===== config.mk =====
export PLATFORM = sky130hd
export DESIGN_NAME = la_capture_ctrl
export DESIGN_NICKNAME = d
export VERILOG_FILES = /design/src/rtl/la_pkg.sv /design/src/rtl/la_timebase.sv /design/src/rtl/la_trigger.sv /design/src/rtl/la_wr_seq.sv /design/src/rtl/la_capture_ctrl.sv
export SDC_FILE = /design/constraint.sdc
export NUM_CORES = 1
export LEC_CHECK = 0
export BUFFER_PORTS_ARGS = -buffer_cell sky130_fd_sc_hd__buf_2
export CAP_MARGIN = 5
export CELL_PAD_IN_SITES_DETAIL_PLACEMENT = 1
export CELL_PAD_IN_SITES_GLOBAL_PLACEMENT = 1
export CORE_ASPECT_RATIO = 0.75
export CORE_MARGIN = 10
export CORE_UTILIZATION = 30
export CTS_CLUSTER_DIAMETER = 200
export CTS_CLUSTER_SIZE = 8
export DETAILED_ROUTE_END_ITERATION = 7
export PLACE_DENSITY = 0.7
export RECOVER_POWER = 50
export SLEW_MARGIN = 5
export SYNTH_ARGS = -nofsm -noshare
export SYNTH_HDL_FRONTEND = slang
export SYNTH_SLANG_ARGS = --single-unit

===== constraint.sdc =====
create_clock -name clk -period 3 [get_ports clk]
set_clock_uncertainty 0.1 [all_clocks]
set_input_delay 0.6 -clock clk [delete_from_list [all_inputs] [get_ports clk]]
set_output_delay 0.6 -clock clk [all_outputs]
set_load 0.02 [all_outputs]

===== src/rtl/la_pkg.sv =====
package la_pkg;
  typedef enum logic [1:0] {
    SRC_BIT = 2'd0,
    SRC_CMP = 2'd1,
    SRC_MAN = 2'd2,
    SRC_OFF = 2'd3
  } la_src_e;

  typedef enum logic [1:0] {
    CND_EQ  = 2'd0,
    CND_NE  = 2'd1,
    CND_ANY = 2'd2,
    CND_ALL = 2'd3
  } la_cond_e;

  typedef enum logic [1:0] {
    ST_IDLE  = 2'd0,
    ST_ARMED = 2'd1,
    ST_POST  = 2'd2,
    ST_DONE  = 2'd3
  } la_state_e;

  localparam int unsigned MAX_UNIT = 6;
endpackage


===== src/rtl/la_timebase.sv =====
module la_timebase #(
  parameter int unsigned CLK_PER_US = 5,
  parameter int unsigned BASE_DIV   = 4
) (
  input  logic       clk,
  input  logic       rst,
  input  logic       run,
  input  logic       smp_restart,
  input  logic       us_restart,
  input  logic [2:0] rate_code,
  output logic       smp_stb,
  output logic       us_tick
);
  localparam int unsigned SMP_W = $clog2(BASE_DIV * 128);
  localparam int unsigned US_W  = (CLK_PER_US > 1) ? $clog2(CLK_PER_US) : 1;

  logic [SMP_W-1:0] smp_cnt, period;
  logic [US_W-1:0]  us_cnt;

  always_comb begin
    if (rate_code == 3'd7) period = SMP_W'(BASE_DIV / 2);
    else                   period = SMP_W'(BASE_DIV) << rate_code;
  end

  assign smp_stb = run && (smp_cnt >= period - SMP_W'(1));
  assign us_tick = run && (us_cnt == US_W'(CLK_PER_US - 1));

  always_ff @(posedge clk) begin
    if (rst || smp_restart)   smp_cnt <= '0;
    else if (run) smp_cnt <= smp_stb ? '0 : smp_cnt + SMP_W'(1);
  end

  always_ff @(posedge clk) begin
    if (rst || us_restart)    us_cnt <= '0;
    else if (run) us_cnt <= us_tick ? '0 : us_cnt + US_W'(1);
  end

  // the shortest period is two clocks, so strobes never touch
  assert_strobe_spacing_R2: assert property (@(posedge clk) disable iff (rst)
    smp_stb |=> !smp_stb);
endmodule


===== src/rtl/la_trigger.sv =====
module la_trigger
  import la_pkg::*;
#(
  parameter int unsigned DATA_W = 32,
  localparam int unsigned SEL_W = $clog2(DATA_W)
) (
  input  logic              clk,
  input  logic              rst,
  input  logic              clear,
  input  logic              smp_stb,
  input  logic [1:0]        src,
  input  logic [SEL_W-1:0]  bit_sel,
  input  logic              edge_fall,
  input  logic [1:0]        cond,
  input  logic [DATA_W-1:0] mask,
  input  logic [DATA_W-1:0] refv,
  input  logic [DATA_W-1:0] bus,
  input  logic              manual,
  output logic              fire
);
  logic [DATA_W-1:0] masked;
  logic cmp_hit, sig, prev_sig, prev_ok, man_q, edge_ok;

  assign masked = bus & mask;

  always_comb begin
    case (la_cond_e'(cond))
      CND_EQ:  cmp_hit = (masked == (refv & mask));
      CND_NE:  cmp_hit = (masked != (refv & mask));
      CND_ANY: cmp_hit = |masked;
      default: cmp_hit = (masked == mask);
    endcase
  end

  assign sig     = (la_src_e'(src) == SRC_BIT) ? bus[bit_sel] : cmp_hit;
  assign edge_ok = prev_ok && (edge_fall ? (prev_sig && !sig) : (!prev_sig && sig));

  always_comb begin
    case (la_src_e'(src))
      SRC_BIT, SRC_CMP: fire = smp_stb && edge_ok;
      SRC_MAN:          fire = manual && !man_q;
      default:          fire = 1'b0;
    endcase
  end

  always_ff @(posedge clk) begin
    if (rst) begin
      prev_sig <= 1'b0;
      prev_ok  <= 1'b0;
      man_q    <= 1'b0;
    end else begin
      man_q <= manual;
      if (clear) prev_ok <= 1'b0;
      else if (smp_stb) begin
        prev_sig <= sig;
        prev_ok  <= 1'b1;
      end
    end
  end

  // the first sample after arming only builds history
  assert_no_fire_without_history_R5: assert property (@(posedge clk) disable iff (rst)
    clear |=> !(fire && la_src_e'(src) != SRC_MAN));
endmodule


===== src/rtl/la_wr_seq.sv =====
module la_wr_seq #(
  parameter int unsigned ADDR_W    = 15,
  parameter int unsigned DATA_W    = 32,
  parameter int unsigned BUF_BASE  = 16,
  parameter int unsigned BUF_WORDS = 32
) (
  input  logic              clk,
  input  logic              rst,
  input  logic              clear,
  input  logic              stb,
  input  logic [DATA_W-1:0] bus,
  output logic              wr_en,
  output logic [ADDR_W-1:0] wr_addr,
  output logic [DATA_W-1:0] wr_data,
  output logic              wrap
);
  localparam logic [ADDR_W-1:0] FIRST = ADDR_W'(BUF_BASE);
  localparam logic [ADDR_W-1:0] LAST  = ADDR_W'(BUF_BASE + BUF_WORDS - 1);

  logic [ADDR_W-1:0] ptr;

  always_ff @(posedge clk) begin
    if (rst) begin
      ptr     <= FIRST;
      wr_en   <= 1'b0;
      wr_addr <= '0;
      wr_data <= '0;
      wrap    <= 1'b0;
    end else begin
      wr_en <= stb;
      if (clear) begin
        ptr  <= FIRST;
        wrap <= 1'b0;
      end else if (stb) begin
        wr_addr <= ptr;
        wr_data <= bus;
        if (ptr == LAST) begin
          ptr  <= FIRST;
          wrap <= 1'b1;
        end else begin
          ptr <= ptr + ADDR_W'(1);
        end
      end
    end
  end

  assert_addr_in_window_R3: assert property (@(posedge clk) disable iff (rst)
    wr_en |-> (wr_addr >= FIRST && wr_addr <= LAST));
  assert_wrap_on_last_R4: assert property (@(posedge clk) disable iff (rst)
    $rose(wrap) |-> (wr_en && wr_addr == LAST));
  assert_wrap_cleared_R1: assert property (@(posedge clk) disable iff (rst)
    clear |=> !wrap);
endmodule


===== src/rtl/la_capture_ctrl.sv =====
module la_capture_ctrl
  import la_pkg::*;
#(
  parameter int unsigned CLK_PER_US = 5,
  parameter int unsigned BASE_DIV   = 4,
  parameter int unsigned ADDR_W     = 15,
  parameter int unsigned BUF_BASE   = 16,
  parameter int unsigned BUF_WORDS  = 32,
  parameter int unsigned DATA_W     = 32,
  localparam int unsigned SEL_W     = $clog2(DATA_W)
) (
  input  logic              clk,
  input  logic              rst,
  input  logic              la_enable,
  input  logic [1:0]        trig_src,
  input  logic [SEL_W-1:0]  trig_bit,
  input  logic              edge_fall,
  input  logic [1:0]        cmp_cond,
  input  logic [DATA_W-1:0] cmp_mask,
  input  logic [DATA_W-1:0] cmp_ref,
  input  logic              manual_trig,
  input  logic [2:0]        rate_code,
  input  logic [2:0]        post_unit,
  input  logic [6:0]        post_count,
  input  logic [DATA_W-1:0] dbg_bus,
  output logic              busy,
  output logic [31:0]       status,
  output logic              wr_en,
  output logic [ADDR_W-1:0] wr_addr,
  output logic [DATA_W-1:0] wr_data
);
  localparam int unsigned REM_W     = 7 + MAX_UNIT;
  localparam int unsigned PTR_FIELD = 15;

  la_state_e        state;
  logic             en_q, arm_pulse, take, smp_stb, us_tick, trig_fire, wrap;
  logic [REM_W-1:0] rem, rem_load;
  logic [2:0]       eff_unit;

  assign arm_pulse = la_enable && !en_q && (state == ST_IDLE || state == ST_DONE);
  assign take      = (state == ST_ARMED) && la_enable && trig_fire;
  assign busy      = (state == ST_ARMED) || (state == ST_POST);
  assign eff_unit  = (post_unit == 3'd7) ? 3'(MAX_UNIT) : post_unit;
  assign rem_load  = REM_W'(post_count) << eff_unit;
  assign status    = {wrap, PTR_FIELD'(wr_addr), 15'd0, busy};

  la_timebase #(.CLK_PER_US(CLK_PER_US), .BASE_DIV(BASE_DIV)) u_tb (
    .clk(clk), .rst(rst), .run(busy), .smp_restart(arm_pulse),
    .us_restart(arm_pulse || take), .rate_code(rate_code),
    .smp_stb(smp_stb), .us_tick(us_tick));

  la_trigger #(.DATA_W(DATA_W)) u_trig (
    .clk(clk), .rst(rst), .clear(arm_pulse), .smp_stb(smp_stb),
    .src(trig_src), .bit_sel(trig_bit), .edge_fall(edge_fall),
    .cond(cmp_cond), .mask(cmp_mask), .refv(cmp_ref), .bus(dbg_bus),
    .manual(manual_trig), .fire(trig_fire));

  la_wr_seq #(.ADDR_W(ADDR_W), .DATA_W(DATA_W), .BUF_BASE(BUF_BASE),
              .BUF_WORDS(BUF_WORDS)) u_wr (
    .clk(clk), .rst(rst), .clear(arm_pulse), .stb(smp_stb), .bus(dbg_bus),
    .wr_en(wr_en), .wr_addr(wr_addr), .wr_data(wr_data), .wrap(wrap));

  always_ff @(posedge clk) begin
    if (rst) begin
      state <= ST_IDLE;
      en_q  <= 1'b0;
      rem   <= '0;
    end else begin
      en_q <= la_enable;
      case (state)
        ST_ARMED: begin
          if (!la_enable) state <= ST_IDLE;
          else if (trig_fire) begin
            state <= ST_POST;
            rem   <= rem_load;
          end
        end
        ST_POST: begin
          if (!la_enable)      state <= ST_IDLE;
          else if (rem == '0)  state <= ST_DONE;
          else if (us_tick)    rem   <= rem - REM_W'(1);
        end
        default: begin
          if (arm_pulse)       state <= ST_ARMED;
          else if (!la_enable) state <= ST_IDLE;
        end
      endcase
    end
  end

  assert_arm_sets_busy_R1: assert property (@(posedge clk) disable iff (rst)
    arm_pulse |=> busy);
  assert_abort_clears_busy_R1: assert property (@(posedge clk) disable iff (rst)
    !la_enable |=> !busy);
  assert_post_holds_busy_R8: assert property (@(posedge clk) disable iff (rst)
    (state == ST_POST && rem != '0 && la_enable) |=> busy);
  assert_post_never_reloads_R9: assert property (@(posedge clk) disable iff (rst)
    (state == ST_POST && $past(state) == ST_POST) |-> rem <= $past(rem));
  assert_write_only_when_busy_R10: assert property (@(posedge clk) disable iff (rst)
    wr_en |-> $past(busy));
endmodule


==> flow_summary.json <==
{
  "synth_ff_type": "dfxtp_1",
  "p_sw_mw": 0.9847,
  "netSwitchingFraction_pct": 29.80,
  "synth_edf_count": 0,
  "initial_core_util_pct": 30.51,
  "final_period_minus_worst_setup_slack_ns": 3.182,
  "rows": 45,
  "syn-cell-area_mm2": 0.006183,
  "timing.final.max_slew_violations": 0,
  "async_flop_share_pct": 0,
  "overflow": 0,
  "firstDrtPassIters": 5,
  "fin_crit_sh_pct": 106.1,
  "grtUsageTotal_pct": 19.91,
  "leakagePower_nw": 3.684,
  "avgSynthCellArea_um2": 7.729,
  "seq_area_mm2": 0.001902,
  "combPwrFrac_pct": 24.0,
  "syn_to_final_growth_pct": 44.09,
  "setup_viol": 19,
  "ys_seq_elements": 95,
  "worstSetupEndpointType": "flop",
  "path_clk_slew_ns": 0.08,
  "postLayoutCoreUtil_pct": 43.96,
  "seq_power_share_pct": 38.7,
  "viasPerCell": 5.344,
  "max-cap-violations": 0,
  "slowest_delay_ns": 0.52,
  "violations": "setup timing",
  "port-buffer-count": 188,
  "die_w_um": 185.8,
  "vias": 7278,
  "synth_area_leaders": "dfxtp_1, nand2_1, a21oi_1",
  "clock_sinks": 95,
  "drtAntennaViolNets": 0,
  "cts_tree": "built",
  "internal_power_mw": 2.319,
  "finalHoldViolCount": 0,
  "clock.fmax_ghz": 0.3143,
  "wl_per_cell_um": 20.45,
  "clk_latency_ns": 0.35,
  "drt_iter0_markers": 490,
  "antenna_found_initial": 0,
  "worstSetupStartpointType": "input port",
  "critPathRequiredTime_ns": 3.13,
  "dieArea_mm2": 0.02681,
  "fillCellCount": 2595,
  "slew_headroom_pct": 52.08,
  "place_congestion": 0.9699,
  "coreArea_mm2": 0.02027,
  "multi_input_area_mm2": 0.004100,
  "hpwl_um": 22490,
  "worst_slew_pin_slew_ns": 0.7141,
  "p_per_area_mw_per_mm2": 370.8,
  "synth_cell_types": 69,
  "antenna_cells": 0,
  "synth_top_area_cell": "dfxtp_1",
  "grt_max_degree": 44,
  "routed_wirelength_um": 27850,
  "critPathBufInv": 1,
  "drc": 0,
  "grt_pass1_vias": 7307,
  "worstPathMaxFanout": 8,
  "p_clk_share_pct": 37.3,
  "worstSetupPathType": "in2reg",
  "drive_gt1_share_pct": 31.61,
  "path_delay_family": "compound AO/OA/AOI/OAI gates",
  "cts_buffer_depth": 2,
  "arrival_ns": 3.31,
  "die_y_um": 144.3,
  "ys_warn_count": 0,
  "root_buffer": "clkbuf_16",
  "worst_slack_ns": -0.1819,
  "status": "complete, but fails checks",
  "whs_ns": 0.3567,
  "nets": 1240,
  "hold_buffers": 0,
  "synth_top_area_share_pct": 30.76,
  "grt_pass1_wl_um": 41660,
  "synth_cells": 800,
  "ys_seq_area_share_pct": 30.76,
  "num_io_pins": 204,
  "htree_levels": 3,
  "hold_path_class": "reg2reg",
  "cts-buffers-inserted": 9,
  "vdd_drop_max_uv": 278.1,
  "worst_path_max_delay_cell": "or4_4",
  "cp_cell_sequence": "buf_8 > nor2b_4 > a222oi_1 > nand4_1 > or3_1 > or4_4 > a211o_4 > a21bo_4 > o311ai_2 > o31ai_1",
  "grt_setup_unrepaired": "yes"
}
-- path summary, 6_finish.rpt --
path                            startpoint                            end  slack, ns  cells past startpoint
max                           cmp_mask[23]            rem[4]$_SDFFE_PP0P_      -0.18                     10
min          u_wr.wr_data[13]$_SDFFE_PP0P_  u_wr.wr_data[13]$_SDFFE_PP0P_       0.36                      2
max reg2reg            rem[0]$_SDFFE_PP0P_            rem[3]$_SDFFE_PP0P_       0.04                     12
min reg2reg  u_wr.wr_data[13]$_SDFFE_PP0P_  u_wr.wr_data[13]$_SDFFE_PP0P_       0.36                      2
-- final cells by class --
cell class | count | area share, %
multi-input combinational | 616 | 46.02
timing repair buffer | 339 | 23.89
sequential | 95 | 21.35
tap | 258 | 3.623
clock buffer | 10 | 2.682
inverter | 38 | 1.601
clock inverter | 6 | 0.8426
-- cell usage after synthesis (12+ instances only) --
| master | number |
|---|---|
| a22oi_1 | 14 |
| nand3_1 | 23 |
| nand3b_1 | 32 |
| a21oi_1 | 78 |
| clkbuf_1 | 31 |
| nand2_1 | 144 |
| ha_1 | 18 |
| dfxtp_1 | 95 |
| xor2_1 | 17 |
| o21ai_0 | 20 |
| nor2_1 | 47 |
| inv_1 | 37 |
| or3_1 | 12 |
| nor4_1 | 13 |
| mux2i_1 | 13 |
| buf_4 | 32 |
| nand4_1 | 18 |
| nor2b_1 | 18 |
-- metrics by stage --
stage / TNS (ns) / std cells / setup slack [ns] / power (mW) / cell area [um2]
2_1_floorplan: -0.01444 / 814 / -0.009527 / 1.641 / 6287
3_3_place_gp: -14.84 / 1334 / -0.7144 / 2.024 / 8264
3_5_place_dp: -15.41 / 1334 / -0.6651 / 2.031 / 8264
4_1_cts: -0.8707 / 1356 / -0.07212 / 3.316 / 8875
5_1_grt: -10.22 / 1362 / -0.2584 / 3.448 / 8910
6_report: -2.403 / 1362 / -0.1819 / 3.304 / 8910
-- state kept, by name, summed over array words and instances, names as in the netlist, 2 cells and up --
| name | count |
|---|---|
| state | 2 |
| u_tb.us_cnt | 3 |
| u_wr.wr_data | 32 |
| u_tb.smp_cnt | 9 |
| u_wr.wr_addr | 15 |
| rem | 13 |
| u_wr.ptr | 15 |
-- cells in the final DEF (no fill, tap or decap), types with 12 or more instances in the layout --
cell / synthesis / final
a21oi_1: 78 / 76
a22oi_1: 14 / 14
buf_2: 2 / 117
buf_4: 32 / 138
clkbuf_1: 31 / 66
conb_1: 2 / 16
dfxtp_1: 95 / 95
ha_1: 18 / 17
inv_1: 37 / 36
mux2i_1: 13 / 12
nand2_1: 144 / 142
nand3_1: 23 / 22
nand3b_1: 32 / 32
nand4_1: 18 / 18
nor2_1: 47 / 45
nor2b_1: 18 / 16
o21ai_0: 20 / 20
xor2_1: 17 / 17
-- kinds of logic after synthesis --
logic type | Yosys count | synth area share, %
flip-flops | 95 | 30.76
XOR/XNOR | 19 | 2.691
AO/OA/AOI/OAI | 190 | 20.70
buffers and inverters | 104 | 8.296
AND/OR/NAND/NOR | 348 | 27.86
multiplexers | 24 | 5.929
other | 2 | 0.1215
adder cells (fa/ha/maj) | 18 | 3.642
-- power by group through the flow --
stage,Clock (mW),Sequential (mW),Combinational (mW)
6_report,1.23,1.28,0.793
5_1_grt,1.32,1.28,0.848
4_1_cts,1.26,1.28,0.775
3_5_place_dp,0,1.31,0.723
3_3_place_gp,0,1.31,0.717
2_1_floorplan,0,1.31,0.334
-- tightest hold or removal path: cells and delay by family (launching register included) --
kind               cells  cell delay [ns]
and+or+nand+nor        1             0.05
DFF                    1             0.31
AOI/OAI and AO/OA      1             0.05
-- routing by layer --
layer	global-route usage, %	wire length (um)
met1	28.14	12930
met2	29.34	12280
met3	4.989	2177
met4	4.951	463
met5	0	0
-- timing repair --
action                                  4_1_cts  5_1_grt
gates cloned                                  1        1
buffers inserted                              5        6
resized for setup                            51       17
endpoints found under the setup margin       25       27
pin swaps                                    35       11
No activity file was read; power rests on OpenSTA's default activity.
